<file path="config.mk">
export PLATFORM = sky130hd
export DESIGN_NAME = stack_mode_ctrl
export DESIGN_NICKNAME = d
export VERILOG_FILES = /design/src/rtl/stkmode_pkg.sv /design/src/rtl/stk_mode_fsm.sv /design/src/rtl/stk_ctl_reg.sv /design/src/rtl/stk_ptr_reg.sv /design/src/rtl/stack_mode_ctrl.sv
export SDC_FILE = /design/constraint.sdc
export NUM_CORES = 1
export LEC_CHECK = 0
export BUFFER_PORTS_ARGS = -buffer_cell sky130_fd_sc_hd__buf_2
export CAP_MARGIN = 25
export CELL_PAD_IN_SITES_DETAIL_PLACEMENT = 1
export CELL_PAD_IN_SITES_GLOBAL_PLACEMENT = 2
export CORE_ASPECT_RATIO = 0.7
export CORE_MARGIN = 10
export CORE_UTILIZATION = 35
export CTS_CLUSTER_SIZE = 30
export DETAILED_ROUTE_END_ITERATION = 10
export PLACE_DENSITY_LB_ADDON = 0.1
export SYNTH_ARGS = -nofsm -noshare
export SYNTH_HDL_FRONTEND = slang
export SYNTH_HIERARCHICAL = 1
export SYNTH_SLANG_ARGS = --single-unit
</file>
<file path="constraint.sdc">
create_clock -name clk -period 3.5 [get_ports clk]
set_input_delay 0.175 -clock clk [delete_from_list [all_inputs] [get_ports clk]]
set_output_delay 0.175 -clock clk [all_outputs]
set_load 0.02 [all_outputs]
</file>
<file path="src/rtl/stkmode_pkg.sv">
package stkmode_pkg;

    // Execution mode of the core
    typedef enum logic {
        MODE_THREAD  = 1'b0,
        MODE_HANDLER = 1'b1
    } cpu_mode_e;

    // Which banked pointer is in use
    typedef enum logic {
        BANK_MAIN = 1'b0,
        BANK_PROC = 1'b1
    } sp_bank_e;

    // Control word, packed so that bit 0 is unpriv, bit 1 use_psp, bit 2 fp_active
    typedef struct packed {
        logic fp_active;
        logic use_psp;
        logic unpriv;
    } ctl_bits_t;

    localparam int CTL_W = $bits(ctl_bits_t);

    // Operation requested on the active pointer this cycle
    typedef struct packed {
        logic wr_en;
        logic adj_en;
        logic adj_up;
    } sp_cmd_t;

    // Handler mode forces the main pointer; thread mode follows use_psp
    function automatic sp_bank_e bank_select(cpu_mode_e mode, ctl_bits_t ctl);
        if (mode == MODE_HANDLER) begin
            return BANK_MAIN;
        end
        return ctl.use_psp ? BANK_PROC : BANK_MAIN;
    endfunction

    // Handler code is always privileged; thread code follows unpriv
    function automatic logic is_privileged(cpu_mode_e mode, ctl_bits_t ctl);
        return (mode == MODE_HANDLER) || !ctl.unpriv;
    endfunction

endpackage

</file>
<file path="src/rtl/stk_mode_fsm.sv">
module stk_mode_fsm
    import stkmode_pkg::*;
(
    input  logic      clk,
    input  logic      rst,
    input  logic      exc_enter_i,
    input  logic      exc_return_i,
    output cpu_mode_e mode_o
);

    cpu_mode_e mode_q, mode_d;

    // Entry has priority so that a back-to-back exception stays in handler mode
    always_comb begin
        mode_d = mode_q;
        if (exc_enter_i) begin
            mode_d = MODE_HANDLER;
        end else if (exc_return_i) begin
            mode_d = MODE_THREAD;
        end
    end

    always_ff @(posedge clk) begin
        if (rst) begin
            mode_q <= MODE_THREAD;
        end else begin
            mode_q <= mode_d;
        end
    end

    assign mode_o = mode_q;

endmodule

</file>
<file path="src/rtl/stk_ctl_reg.sv">
module stk_ctl_reg
    import stkmode_pkg::*;
(
    input  logic             clk,
    input  logic             rst,
    input  cpu_mode_e        mode_i,
    input  logic             wr_en_i,
    input  logic [CTL_W-1:0] wr_data_i,
    input  logic             fp_exec_i,
    output ctl_bits_t        ctl_o
);

    ctl_bits_t ctl_q, ctl_d;
    logic      wr_ok;

    // The gate uses the present privilege, before any write lands
    assign wr_ok = wr_en_i && is_privileged(mode_i, ctl_q);

    always_comb begin
        ctl_d = ctl_q;
        if (wr_ok) begin
            ctl_d = ctl_bits_t'(wr_data_i);
        end
        // Hardware set of the floating-point flag overrides a software clear
        if (fp_exec_i) begin
            ctl_d.fp_active = 1'b1;
        end
    end

    always_ff @(posedge clk) begin
        if (rst) begin
            ctl_q <= '0;
        end else begin
            ctl_q <= ctl_d;
        end
    end

    assign ctl_o = ctl_q;

endmodule

</file>
<file path="src/rtl/stk_ptr_reg.sv">
module stk_ptr_reg #(
    parameter int              SP_W    = 32,
    parameter int              CNT_W   = 5,
    parameter int              ALIGN   = 2,
    parameter logic [SP_W-1:0] RST_VAL = '0
) (
    input  logic              clk,
    input  logic              rst,
    input  logic              sel_i,
    input  stkmode_pkg::sp_cmd_t cmd_i,
    input  logic [SP_W-1:0]   wr_data_i,
    input  logic [CNT_W-1:0]  adj_cnt_i,
    output logic [SP_W-1:0]   val_o
);

    localparam int              PAD      = SP_W - CNT_W - ALIGN;
    localparam logic [SP_W-1:0] LOW_MASK = {{(SP_W-ALIGN){1'b0}}, {ALIGN{1'b1}}};

    logic [SP_W-1:0] val_q, val_d;
    logic [SP_W-1:0] step;

    // Byte distance: word count scaled by the word size
    assign step = {{PAD{1'b0}}, adj_cnt_i, {ALIGN{1'b0}}};

    always_comb begin
        val_d = val_q;
        if (sel_i) begin
            if (cmd_i.wr_en) begin
                val_d = wr_data_i & ~LOW_MASK;
            end else if (cmd_i.adj_en) begin
                val_d = cmd_i.adj_up ? (val_q + step) : (val_q - step);
            end
        end
    end

    always_ff @(posedge clk) begin
        if (rst) begin
            val_q <= RST_VAL & ~LOW_MASK;
        end else begin
            val_q <= val_d;
        end
    end

    assign val_o = val_q;

endmodule

</file>
<file path="src/rtl/stack_mode_ctrl.sv">
module stack_mode_ctrl
    import stkmode_pkg::*;
#(
    parameter int              SP_W       = 32,
    parameter int              CNT_W      = 5,
    parameter int              WORD_BYTES = 4,
    parameter logic [SP_W-1:0] MSP_RST    = 32'h2000_1000,
    parameter logic [SP_W-1:0] PSP_RST    = 32'h0000_0000
) (
    input  logic             clk,
    input  logic             rst,
    input  logic             exc_enter_i,
    input  logic             exc_return_i,
    input  logic             ctl_wr_en_i,
    input  logic [CTL_W-1:0] ctl_wr_data_i,
    input  logic             fp_exec_i,
    input  logic             sp_wr_en_i,
    input  logic [SP_W-1:0]  sp_wr_data_i,
    input  logic             sp_adj_en_i,
    input  logic             sp_adj_up_i,
    input  logic [CNT_W-1:0] sp_adj_cnt_i,
    output logic [SP_W-1:0]  sp_active_o,
    output logic             handler_mode_o,
    output logic             privileged_o,
    output logic [CTL_W-1:0] ctl_o
);

    localparam int ALIGN   = $clog2(WORD_BYTES);
    localparam int N_BANKS = 2;

    cpu_mode_e       mode;
    ctl_bits_t       ctl;
    sp_bank_e        act_bank;
    sp_cmd_t         cmd;
    logic [SP_W-1:0] bank_val [N_BANKS];
    logic [SP_W-1:0] msp_val;
    logic [SP_W-1:0] psp_val;

    stk_mode_fsm u_mode (
        .clk         (clk),
        .rst         (rst),
        .exc_enter_i (exc_enter_i),
        .exc_return_i(exc_return_i),
        .mode_o      (mode)
    );

    stk_ctl_reg u_ctl (
        .clk      (clk),
        .rst      (rst),
        .mode_i   (mode),
        .wr_en_i  (ctl_wr_en_i),
        .wr_data_i(ctl_wr_data_i),
        .fp_exec_i(fp_exec_i),
        .ctl_o    (ctl)
    );

    // Bank choice from the registered mode and control word
    assign act_bank = bank_select(mode, ctl);
    assign cmd      = '{wr_en: sp_wr_en_i, adj_en: sp_adj_en_i, adj_up: sp_adj_up_i};

    for (genvar b = 0; b < N_BANKS; b++) begin : g_bank
        localparam logic [SP_W-1:0] B_RST = (b == 0) ? MSP_RST : PSP_RST;
        logic sel;
        assign sel = (b == 0) ? (act_bank == BANK_MAIN) : (act_bank == BANK_PROC);

        stk_ptr_reg #(
            .SP_W   (SP_W),
            .CNT_W  (CNT_W),
            .ALIGN  (ALIGN),
            .RST_VAL(B_RST)
        ) u_ptr (
            .clk      (clk),
            .rst      (rst),
            .sel_i    (sel),
            .cmd_i    (cmd),
            .wr_data_i(sp_wr_data_i),
            .adj_cnt_i(sp_adj_cnt_i),
            .val_o    (bank_val[b])
        );
    end

    assign msp_val = bank_val[0];
    assign psp_val = bank_val[1];

    assign sp_active_o    = (act_bank == BANK_PROC) ? psp_val : msp_val;
    assign handler_mode_o = (mode == MODE_HANDLER);
    assign privileged_o   = is_privileged(mode, ctl);
    assign ctl_o          = ctl;

endmodule

</file>
==> metrics.csv, run 1 <==
metric,value,unit
Reg2Reg Depth,11,
crit-path max FO,4,
Crit Reg-Reg Startpoint,g_bank[0].u_ptr/val_o[2],
total power,0.00317,W
Yosys top cell area share,18.9,%
Starting Density,35.8,%
reg2reg end,g_bank[0].u_ptr/val_o[24],
post-synthesis xor/xnor area fraction,6.73,%
die width,186,um
initial DRC count,415,
setup TNS,0,ps
fmax,0.305,GHz
fin. max-slew vios,0,
grt ovf,0,
synthesized instance count,850,
final hold violations,0,
Post-Synth Simple-Gate Area,17.6,%
most instantiated cells after synthesis,"87 x a21oi_1, 76 x o21ai_0, 70 x nor2_1",
#FFs+latches synth,64,
synth unique cells,86,
final worst slack,223,ps
Crit path arrival time,3540,ps
final WL,25500,um
asr flop ratio synth,0,%
Final nets,1068,
area growth from synthesis to layout,17.7,%
Inst Count DP,1186,
# IOs,86,
CTS tree,done,
Vias,6860,
row cnt,42,
Slew HR,46.0,%
drt pass-1 iters,5,
leakage dissipation,3.71,nW
mapped cell area,6760,um2
worst hold start,exc_enter_i,
GP Congestion,0.892,
final setup violating endpoints,0,
"IR drop worst, VDD",0.220,mV
Die ar.,25400,um2
clock slew seen by the registers of the worst setup and hold paths,50,ps
WHS Path Cells,3,
max cap viols,0,
Final Critical Period,3280,ps
CTS root buf,clkbuf_16,
grt peak-use layer,met2,
CP required,3770,ps
core box area,18900,um2
wire length per cell,21.2,um
largest net degree at the start of global routing,77,
Die Y,136,um
Final HPWL DP,20600,um
"top cells by area, synth","dfxtp_1 19%, ha_1 11%, a21oi_1 6.4%",
crit end category,flip-flop,
Syn Area/Cell,7.96,um2
Synth warnings,6,
worst reg2reg setup slack,520,ps
outcome,completed,
CTS buffer count,9,
mux contribution to synthesized area,9.51,%
most common cell in the netlist,a21oi_1,
Worst setup SP type,primary input,
layout cells sized above 1,24.2,%
vias per cell,5.70,
gr usage total,20.0,%
Slew @ Worst Pin,810,ps
worst clock skew,7.99,ps
grt met2 use,33.7,%
total power divided by cell area,398,nW/um2
dominant synthesized flop cell,dfxtp_1,
met3 usage,4.08,%
fill cell total of the finished layout,2323,
Antenna Violating Nets Remaining,0,
post-synthesis sequential area ratio,18.9,%
Setup WS pre-CTS,-239,ps
HP Class,primary input to flip-flop,
clk sink count,64,
initial antenna violation count,1,
Synth area leader,dfxtp_1,
setup repair after global routing missed its margin,false,
met1 usage,26.0,%
drt drc,0,
Post-Synth Adder-Cell Area,12.1,%
Min-Delay Endpoint,u_mode/mode_o,
clk_lat worst skew,320,ps
Final Util,42.1,%
port buffer count,81,
H-tree depth,3,
vias in the first global route,7252,
Layout Cells excl Fill,1203,
"EDFF count, synth",0,
Synth Area in Compound Gates,29.4,%
first-pass GRT wire length,40400,um
critical path type,primary input to flip-flop,
clock buffer depth,2,
fin crit share,93.6,%
combinational family with the most area after synthesis,compound AO/OA/AOI/OAI gates,
## sequential cells by signal, indices dropped and copies added (netlist names)
signal / count
u_ctl/ctl_o: 3
g_bank.u_ptr/val_o: 60
u_mode/mode_o: 1
## power by group
| part | switching, W | internal [W] |
|---|---|---|
| logic | 0.000791 | 0.000595 |
| registers | 0.0000731 | 0.000795 |
| clock network | 0.000329 | 0.000589 |
| total | 0.00119 | 0.00198 |
## worst max-delay path: stages
cell      delay (ps)
buf_2            130
inv_1             60
ha_1             160
nor3b_2          250
ha_1             270
mux2_2           260
ha_1             330
o21ai_0          540
nor4b_4          120
or2_2            320
a31oi_1          260
o21ai_0          160
xnor2_1          140
o211ai_1         210
o211a_1          170
## through the flow
step	hold WS [ps]	instance area [um2]
finish	99.2	7960
global route	99.1	7960
floorplan	237	6770
detailed placement	435	7630
CTS	90.9	7930
global placement	418	7630
## final cells by class
| class | instances | area (um2) | share of cell area (%) |
|---|---|---|---|
| Antenna cell | 1 | 2.50 | 0.0314 |
| Clock buffer | 13 | 260 | 3.27 |
| Sequential cell | 64 | 1280 | 16.1 |
| Clock inverter | 3 | 40.0 | 0.503 |
| Timing Repair Buffer | 137 | 828 | 10.4 |
| Multi-Input combinational cell | 712 | 5130 | 64.4 |
| Tap cell | 242 | 303 | 3.80 |
| Inverter | 31 | 116 | 1.46 |
## cell families after synthesis
| family | count (synthesis) |
|---|---|
| other | 2 |
| and+or+nand+nor | 238 |
| buffers and inverters | 76 |
| muxes | 49 |
| AOI/OAI and AO/OA | 305 |
| DFF | 64 |
| xor gates and xnor gates | 52 |
| adders and majority gates | 64 |
## cells in the final DEF (no fill, tap or decap), drive strengths merged, types with 9 or more instances in the layout
cell type | Yosys | routed
buf | 15 | 137
a21oi | 90 | 90
o21ai | 86 | 86
nor2 | 71 | 71
nand2 | 68 | 68
dfxtp | 64 | 64
ha | 62 | 62
mux2 | 38 | 38
xnor2 | 29 | 29
inv | 29 | 29
a21o | 24 | 24
xor2 | 23 | 23
a211oi | 20 | 20
nand3 | 19 | 19
nor3 | 18 | 18
o211ai | 18 | 18
clkbuf | 29 | 13
a31oi | 12 | 12
mux2i | 11 | 11
nor2b | 11 | 11
o211a | 10 | 10
nand3b | 9 | 9
## repair_timing
action | in CTS | in global routing
resized for setup | 0 | 7
setup buffers | 0 | 0
setup endpoints to repair | 0 | 8
hold buffers | 0 | 0
## per-layer routing
layer,vias to the layer above,share of wire (%),wire (um)
li1,3339,-,-
met1,3362,48,12100
met2,139,46,11900
met3,18,4.7,1200
met4,2,1.2,316
met5,-,0.027,7
## how the worst max path moves through the flow
| stage | start | endpoint | slack [ps] |
|---|---|---|---|
| floorplan | sp_adj_cnt_i[0] | g_bank[0].u_ptr/val_o[31] | 360 |
| global placement | sp_adj_cnt_i[0] | g_bank[0].u_ptr/val_o[23] | -80 |
| detailed placement | sp_adj_cnt_i[0] | g_bank[1].u_ptr/val_o[29] | -240 |
| CTS | sp_adj_cnt_i[0] | g_bank[1].u_ptr/val_o[29] | 110 |
| global route | sp_adj_cnt_i[0] | g_bank[0].u_ptr/val_o[29] | 10 |
| finish | sp_adj_cnt_i[0] | g_bank[0].u_ptr/val_o[23] | 220 |
Note: power is estimated with default switching activity, not from simulation.
==> run 2: changes to the inputs <==
--- a/config.mk
+++ b/config.mk
@@ -12,6 +12,7 @@
 export CORE_ASPECT_RATIO = 0.7
 export CORE_MARGIN = 10
 export CORE_UTILIZATION = 35
+export CTS_BUF_LIST = sky130_fd_sc_hd__clkbuf_16
 export CTS_CLUSTER_SIZE = 30
 export DETAILED_ROUTE_END_ITERATION = 10
 export PLACE_DENSITY_LB_ADDON = 0.1
==> run 2 against run 1 <==
  * Clock power shrank 5.2%
  * Die area did not move
  * Non-clock buffer count stayed put
  * Via count increased by 0.45%
  * Count of clock-buffer cells in the layout is 4 lower
  * Total power down 1.5%
  * Sequential share of layout area hardly changed
  * Core utilization down 0.11 points
  * Sequential cell count is the same
  * Cell area fell by 0.25%
  * Sequential power about the same
  * Clock skew shrank 1.2 ps
  * Critical path type unchanged
==> metrics.csv, run 2 (synthesis results as in run 1) <==
metric,value,unit,change
port buffer count,81,,unchanged
H-tree depth,3,,unchanged
initial DRC count,408,,was 415
Worst setup SP type,primary input,,unchanged
Antenna Violating Nets Remaining,0,,unchanged
Slew HR,46.5,%,was 46.0%
CP required,3770,ps,about the same
vias per cell,5.73,,was 5.70
final hold violations,0,,unchanged
"leading cell type in the layout, fill and taps excluded",a21oi_1,,unchanged
wire length per cell,21.3,um,was 21.2 um
dpl cell area,7630,um2,unchanged
Starting Density,35.8,%,unchanged
clock slew seen by the registers of the worst setup and hold paths,50,ps,about the same
HP Class,primary input to flip-flop,,unchanged
row cnt,42,,unchanged
Largest register FFs,60,,unchanged
# IOs,86,,unchanged
critical path type,primary input to flip-flop,,unchanged
Inst Count DP,1186,,unchanged
CTS buffer count,9,,unchanged
final WL,25600,um,was 25500 um
vias in the first global route,7259,,was 7252
Hold Buf Count CTS,0,,unchanged
initial antenna violation count,1,,unchanged
most frequent cells in the layout,"85 x a21oi_1, 80 x buf_2, 76 x o21ai_0, 68 x nor2_1, 66 x nand2_1",,unchanged
clock buffer depth,2,,unchanged
crit-path max FO,4,,unchanged
final instance area,7940,um2,was 7960 um2
final setup violating endpoints,0,,unchanged
Vias,6891,,was 6860
drt drc,0,,unchanged
"IR drop worst, VDD",0.221,mV,was 0.220 mV
CTS tree,done,,unchanged
post-CTS setup buffers,0,,unchanged
total power divided by cell area,393,nW/um2,was 398 nW/um2
die width,186,um,unchanged
Die ar.,25400,um2,unchanged
clk sink count,64,,unchanged
Hold WS,97.9,ps,was 99.2 ps
fin. max-slew vios,0,,unchanged
Layout Cells excl Fill,1203,,unchanged
max cap viols,0,,unchanged
Crit path arrival time,3530,ps,was 3540 ps
setup repair after global routing missed its margin,false,,unchanged
CTS root buf,clkbuf_16,,unchanged
drt pass-1 iters,5,,unchanged
clk_lat worst skew,320,ps,about the same
layout cells sized above 1,24.0,%,was 24.2%
core box area,18900,um2,unchanged
grt ovf,0,,unchanged
area growth from synthesis to layout,17.4,%,was 17.7%
Final nets,1068,,unchanged
largest net degree at the start of global routing,77,,unchanged
GP Congestion,0.892,,unchanged
leakage dissipation,3.71,nW,about the same
fin crit share,93.1,%,was 93.6%
Final HPWL DP,20600,um,unchanged
Die Y,136,um,unchanged
total power,0.00312,W,was 0.00317 W
crit end category,flip-flop,,unchanged
worst clock skew,6.82,ps,was 7.99 ps
worst reg2reg setup slack,510,ps,was 520 ps
gr usage total,20.0,%,about the same
Slew @ Worst Pin,803,ps,was 810 ps
outcome,completed,,unchanged
first-pass GRT wire length,40300,um,was 40400 um
Final Critical Period,3260,ps,was 3280 ps
fmax,0.307,GHz,was 0.305 GHz
[run 2: cell count changes in the layout (fill, tap and decap cells not counted), sizes merged]
| cell | delta |
|---|---|
| inv | +2 |
| clkinv | +2 |
| clkbuf | -4 |
[run 2: per-layer routing]
| metal | share of wire (%) | vias up | GRT usage (%) |
|---|---|---|---|
| met1 | 48 | 3397 | 26.0 |
| met3 | 4.4 | 20 | 4.08 |
| met4 | 1.4 | 2 | 3.88 |
| met2 | 46 | 131 | 33.6 |
| met5 | 0.027 | - | 0 |
| li1 | - | 3341 | - |
[run 2: what timing repair did]
item	in CTS	in global routing
setup endpoints to repair	0	8
gates resized for setup	0	7
endpoints found under the hold margin	0	0
[run 2: critical path: stages]
cell	delay (ps)
buf_2	130
inv_1	60
ha_1	160
nor3b_2	240
ha_1	270
mux2_2	260
ha_1	330
o21ai_0	530
nor4b_4	120
or2_2	320
a31oi_1	250
o21ai_0	150
xnor2_1	140
o211ai_1	210
o211a_1	170
[run 2: path summary, 6_finish.rpt]
kind | start | end | cells past startpoint
max | sp_adj_cnt_i[0] | g_bank[0].u_ptr/val_o[23] | 15
min | exc_enter_i | u_mode/mode_o | 3
max reg2reg | g_bank[0].u_ptr/val_o[2] | g_bank[0].u_ptr/val_o[24] | 11
min reg2reg | u_ctl/ctl_o[2] | u_ctl/ctl_o[2] | 2
[run 2: area by class of cell]
cell class | instances | area [um2]
Multi-Input combinational cell | 712 | 5130
Fill cell | 2324 | 11000
Inverter | 31 | 116
Timing Repair Buffer | 137 | 828
Clock buffer | 9 | 225
Antenna cell | 1 | 2.50
Sequential cell | 64 | 1280
Clock inverter | 7 | 55.1
Tap cell | 242 | 303
[run 2: per-stage QoR]
| stage | setup slack (ps) | TNS, ps | util, % |
|---|---|---|---|
| after CTS | 109 | 0 | 41.8 |
| after floorplan | 364 | 0 | - |
| final | 240 | 0 | 42.0 |
| after detailed placement | -239 | -1580 | 40.3 |
| after global placement | -76.3 | -212 | 40.3 |
| after global routing | 14.9 | 0 | 42.0 |
[run 2: power by group]
part / switching (W) / internal (W) / leakage [nW]
Sequential: 0.0000729 / 0.000795 / 0.527
Combinational: 0.000792 / 0.000595 / 3.04
Clock: 0.000331 / 0.000539 / 0.147
==> run 3: changes to the inputs <==
--- a/config.mk
+++ b/config.mk
@@ -7,15 +7,13 @@
 export LEC_CHECK = 0
 export BUFFER_PORTS_ARGS = -buffer_cell sky130_fd_sc_hd__buf_2
 export CAP_MARGIN = 25
-export CELL_PAD_IN_SITES_DETAIL_PLACEMENT = 1
-export CELL_PAD_IN_SITES_GLOBAL_PLACEMENT = 2
 export CORE_ASPECT_RATIO = 0.7
 export CORE_MARGIN = 10
-export CORE_UTILIZATION = 35
+export CORE_UTILIZATION = 60
 export CTS_BUF_LIST = sky130_fd_sc_hd__clkbuf_16
 export CTS_CLUSTER_SIZE = 30
 export DETAILED_ROUTE_END_ITERATION = 10
-export PLACE_DENSITY_LB_ADDON = 0.1
+export PLACE_DENSITY = 0.82
 export SYNTH_ARGS = -nofsm -noshare
 export SYNTH_HDL_FRONTEND = slang
 export SYNTH_HIERARCHICAL = 1
==> run 3 against run 2 <==
  * Clock power is 3.1% higher
  * Global-route usage rose by 5.0 points
  * Sequential cell count did not move
  * First-iteration DRC count increased by 19%
  * Routed wire length is 19% lower
  * Maximum frequency decreased by 2.7%
  * Non-clock buffer count is 32 lower
  * Critical path depth stayed put
  * Via count down 0.73%
  * Die area shrank 37%
  * Sequential power about the same
  * Cell count down 10%
  * Critical path type unchanged
  * Critical endpoint is now g_bank[0].u_ptr/val_o[31]
  * Largest cell class unchanged
  * Highest routed layer is now met4
==> metrics.csv, run 3 (synthesis results as in run 1) <==
metric,value,unit,change
setup repair after global routing missed its margin,true,,was false
drt pass-1 iters,6,,was 5
max cap viols,0,,unchanged
largest net degree at the start of global routing,82,,was 77
# IOs,86,,unchanged
clk_lat worst skew,340,ps,was 320 ps
drt drc,0,,unchanged
met1 wire length,9200,um,was 12200 um
"IR drop worst, VDD",0.294,mV,was 0.221 mV
Antenna Violating Nets Remaining,0,,unchanged
clock slew seen by the registers of the worst setup and hold paths,60,ps,was 50 ps
final setup violating endpoints,0,,unchanged
total power divided by cell area,402,nW/um2,was 393 nW/um2
Worst setup SP type,primary input,,unchanged
Slew HR,43.2,%,was 46.5%
Crit path arrival time,3620,ps,was 3530 ps
wire length on met3,1780,um,was 1130 um
worst hold start,exc_enter_i,,unchanged
Die ar.,16000,um2,was 25400 um2
CTS root buf,clkbuf_16,,unchanged
fill cell total of the finished layout,911,,was 2324
initial DRC count,487,,was 408
reg2reg end,g_bank[0].u_ptr/val_o[24],,unchanged
crit-path max FO,6,,was 4
"leading cell type in the layout, fill and taps excluded",a21oi_1,,unchanged
HP Class,primary input to flip-flop,,unchanged
Final nets,1036,,was 1068
total power,0.00304,W,was 0.00312 W
critical path type,primary input to flip-flop,,unchanged
row cnt,32,,was 42
fin crit share,95.7,%,was 93.1%
post-CTS setup buffers,0,,unchanged
outcome,completed,,unchanged
Largest register FFs,60,,unchanged
leakage dissipation,3.55,nW,was 3.71 nW
CTS buffer count,9,,unchanged
dpl cell area,7280,um2,was 7630 um2
Final Critical Period,3350,ps,was 3260 ps
port buffer count,81,,unchanged
final instance area,7580,um2,was 7940 um2
fin. max-slew vios,0,,unchanged
Die Y,109,um,was 136 um
CTS tree,done,,unchanged
Final HPWL DP,15700,um,was 20600 um
WHS Path Cells,3,,unchanged
Min-Delay Endpoint,u_mode/mode_o,,unchanged
Hold Buf Count CTS,0,,unchanged
CP required,3770,ps,about the same
grt ovf,0,,unchanged
Inserted Diodes,0,,was 1
first-pass GRT wire length,32800,um,was 40300 um
Reg2Reg Depth,11,,unchanged
core box area,11000,um2,was 18900 um2
setup TNS,0,ps,unchanged
clock buffer depth,2,,unchanged
final WL,20700,um,was 25600 um
fmax,0.298,GHz,was 0.307 GHz
area growth from synthesis to layout,12.0,%,was 17.4%
wire length per cell,19.2,um,was 21.3 um
highest routing layer actually used,met4,,was met5
worst reg2reg setup slack,510,ps,about the same
gr usage total,25.1,%,was 20.0%
Slew @ Worst Pin,853,ps,was 803 ps
Vias,6841,,was 6891
Crit Reg-Reg Startpoint,g_bank[0].u_ptr/val_o[2],,unchanged
initial antenna violation count,0,,was 1
clk sink count,64,,unchanged
die width,147,um,was 186 um
most frequent cells in the layout,"87 x a21oi_1, 80 x buf_2, 75 x o21ai_0, 68 x nor2_1, 66 x nand2_1",,"was 85 x a21oi_1, 80 x buf_2, 76 x o21ai_0, 68 x nor2_1, 66 x nand2_1"
vias per cell,6.33,,was 5.73
final hold violations,0,,unchanged
worst clock skew,5.69,ps,was 6.82 ps
GP Congestion,0.990,,was 0.892
layout cells sized above 1,21.2,%,was 24.0%
vias in the first global route,6523,,was 7259
crit end category,flip-flop,,unchanged
WL met2,9110,um,was 11900 um
Starting Density,61.4,%,was 35.8%
H-tree depth,3,,unchanged
[run 3: changes by cell type in the layout (fill, tap and decap cells not counted), sizes merged]
cell and delta:
diode -1, clkinv -1, buf -32, clkinvlp +2
inv -1
[run 3: what timing repair did]
item,4_1_cts,5_1_grt
endpoints found under the setup margin,0,6
gates resized for setup,0,4
endpoints found under the hold margin,0,0
[run 3: critical path: stages]
cell and delay, ps:
buf_2 120, inv_1 50, ha_1 230, nor3b_2 190, a21oi_1 600, ha_1 370, a21o_1 190, a2111oi_2 360
nor3_1 120, a221oi_2 270, and2_4 190, o311a_1 170, xor2_1 160, mux2_1 330, nor2_1 90
[run 3: per-layer routing]
| layer | global-route usage, % | vias to the layer above |
|---|---|---|
| li1 | - | 3264 |
| met1 | 32.5 | 3213 |
| met2 | 40.6 | 318 |
| met3 | 5.30 | 46 |
| met4 | 9.24 | 0 |
| met5 | 0 | - |
[run 3: power by group]
part           internal, W  switching, W
logic             0.000544      0.000739
registers         0.000794     0.0000693
clock network     0.000545      0.000352
total              0.00188       0.00116
[run 3: worst max path at each step]
stage | end | cells past startpoint | start
detailed placement | g_bank[1].u_ptr/val_o[31] | 15 | sp_adj_cnt_i[0]
finish | g_bank[0].u_ptr/val_o[31] | 15 | sp_adj_cnt_i[0]
global route | g_bank[0].u_ptr/val_o[24] | 16 | sp_adj_cnt_i[0]
CTS | g_bank[0].u_ptr/val_o[31] | 16 | sp_adj_cnt_i[0]
floorplan | g_bank[0].u_ptr/val_o[31] | 15 | sp_adj_cnt_i[0]
global placement | g_bank[0].u_ptr/val_o[31] | 16 | sp_adj_cnt_i[0]
[run 3: stage by stage]
stage	cells	hold WS (ps)	worst slack, ps	utilization [%]
4_1_cts	1081	67.6	179	68.7
5_1_grt	1081	94.3	-101	68.8
2_1_floorplan	852	237	364	-
3_3_place_gp	1065	416	-50.6	66.1
6_report	1081	70.2	149	68.8
3_5_place_dp	1065	415	-134	66.1
[run 3: area by class of cell]
type	count	area, um2	area share [%]
Multi-Input combinational cell	712	5110	67.5
Sequential cell	64	1280	16.9
Timing Repair Buffer	105	588	7.76
Clock buffer	9	225	2.97
Tap cell	153	191	2.53
Inverter	31	116	1.54
Clock inverter	7	63.8	0.842
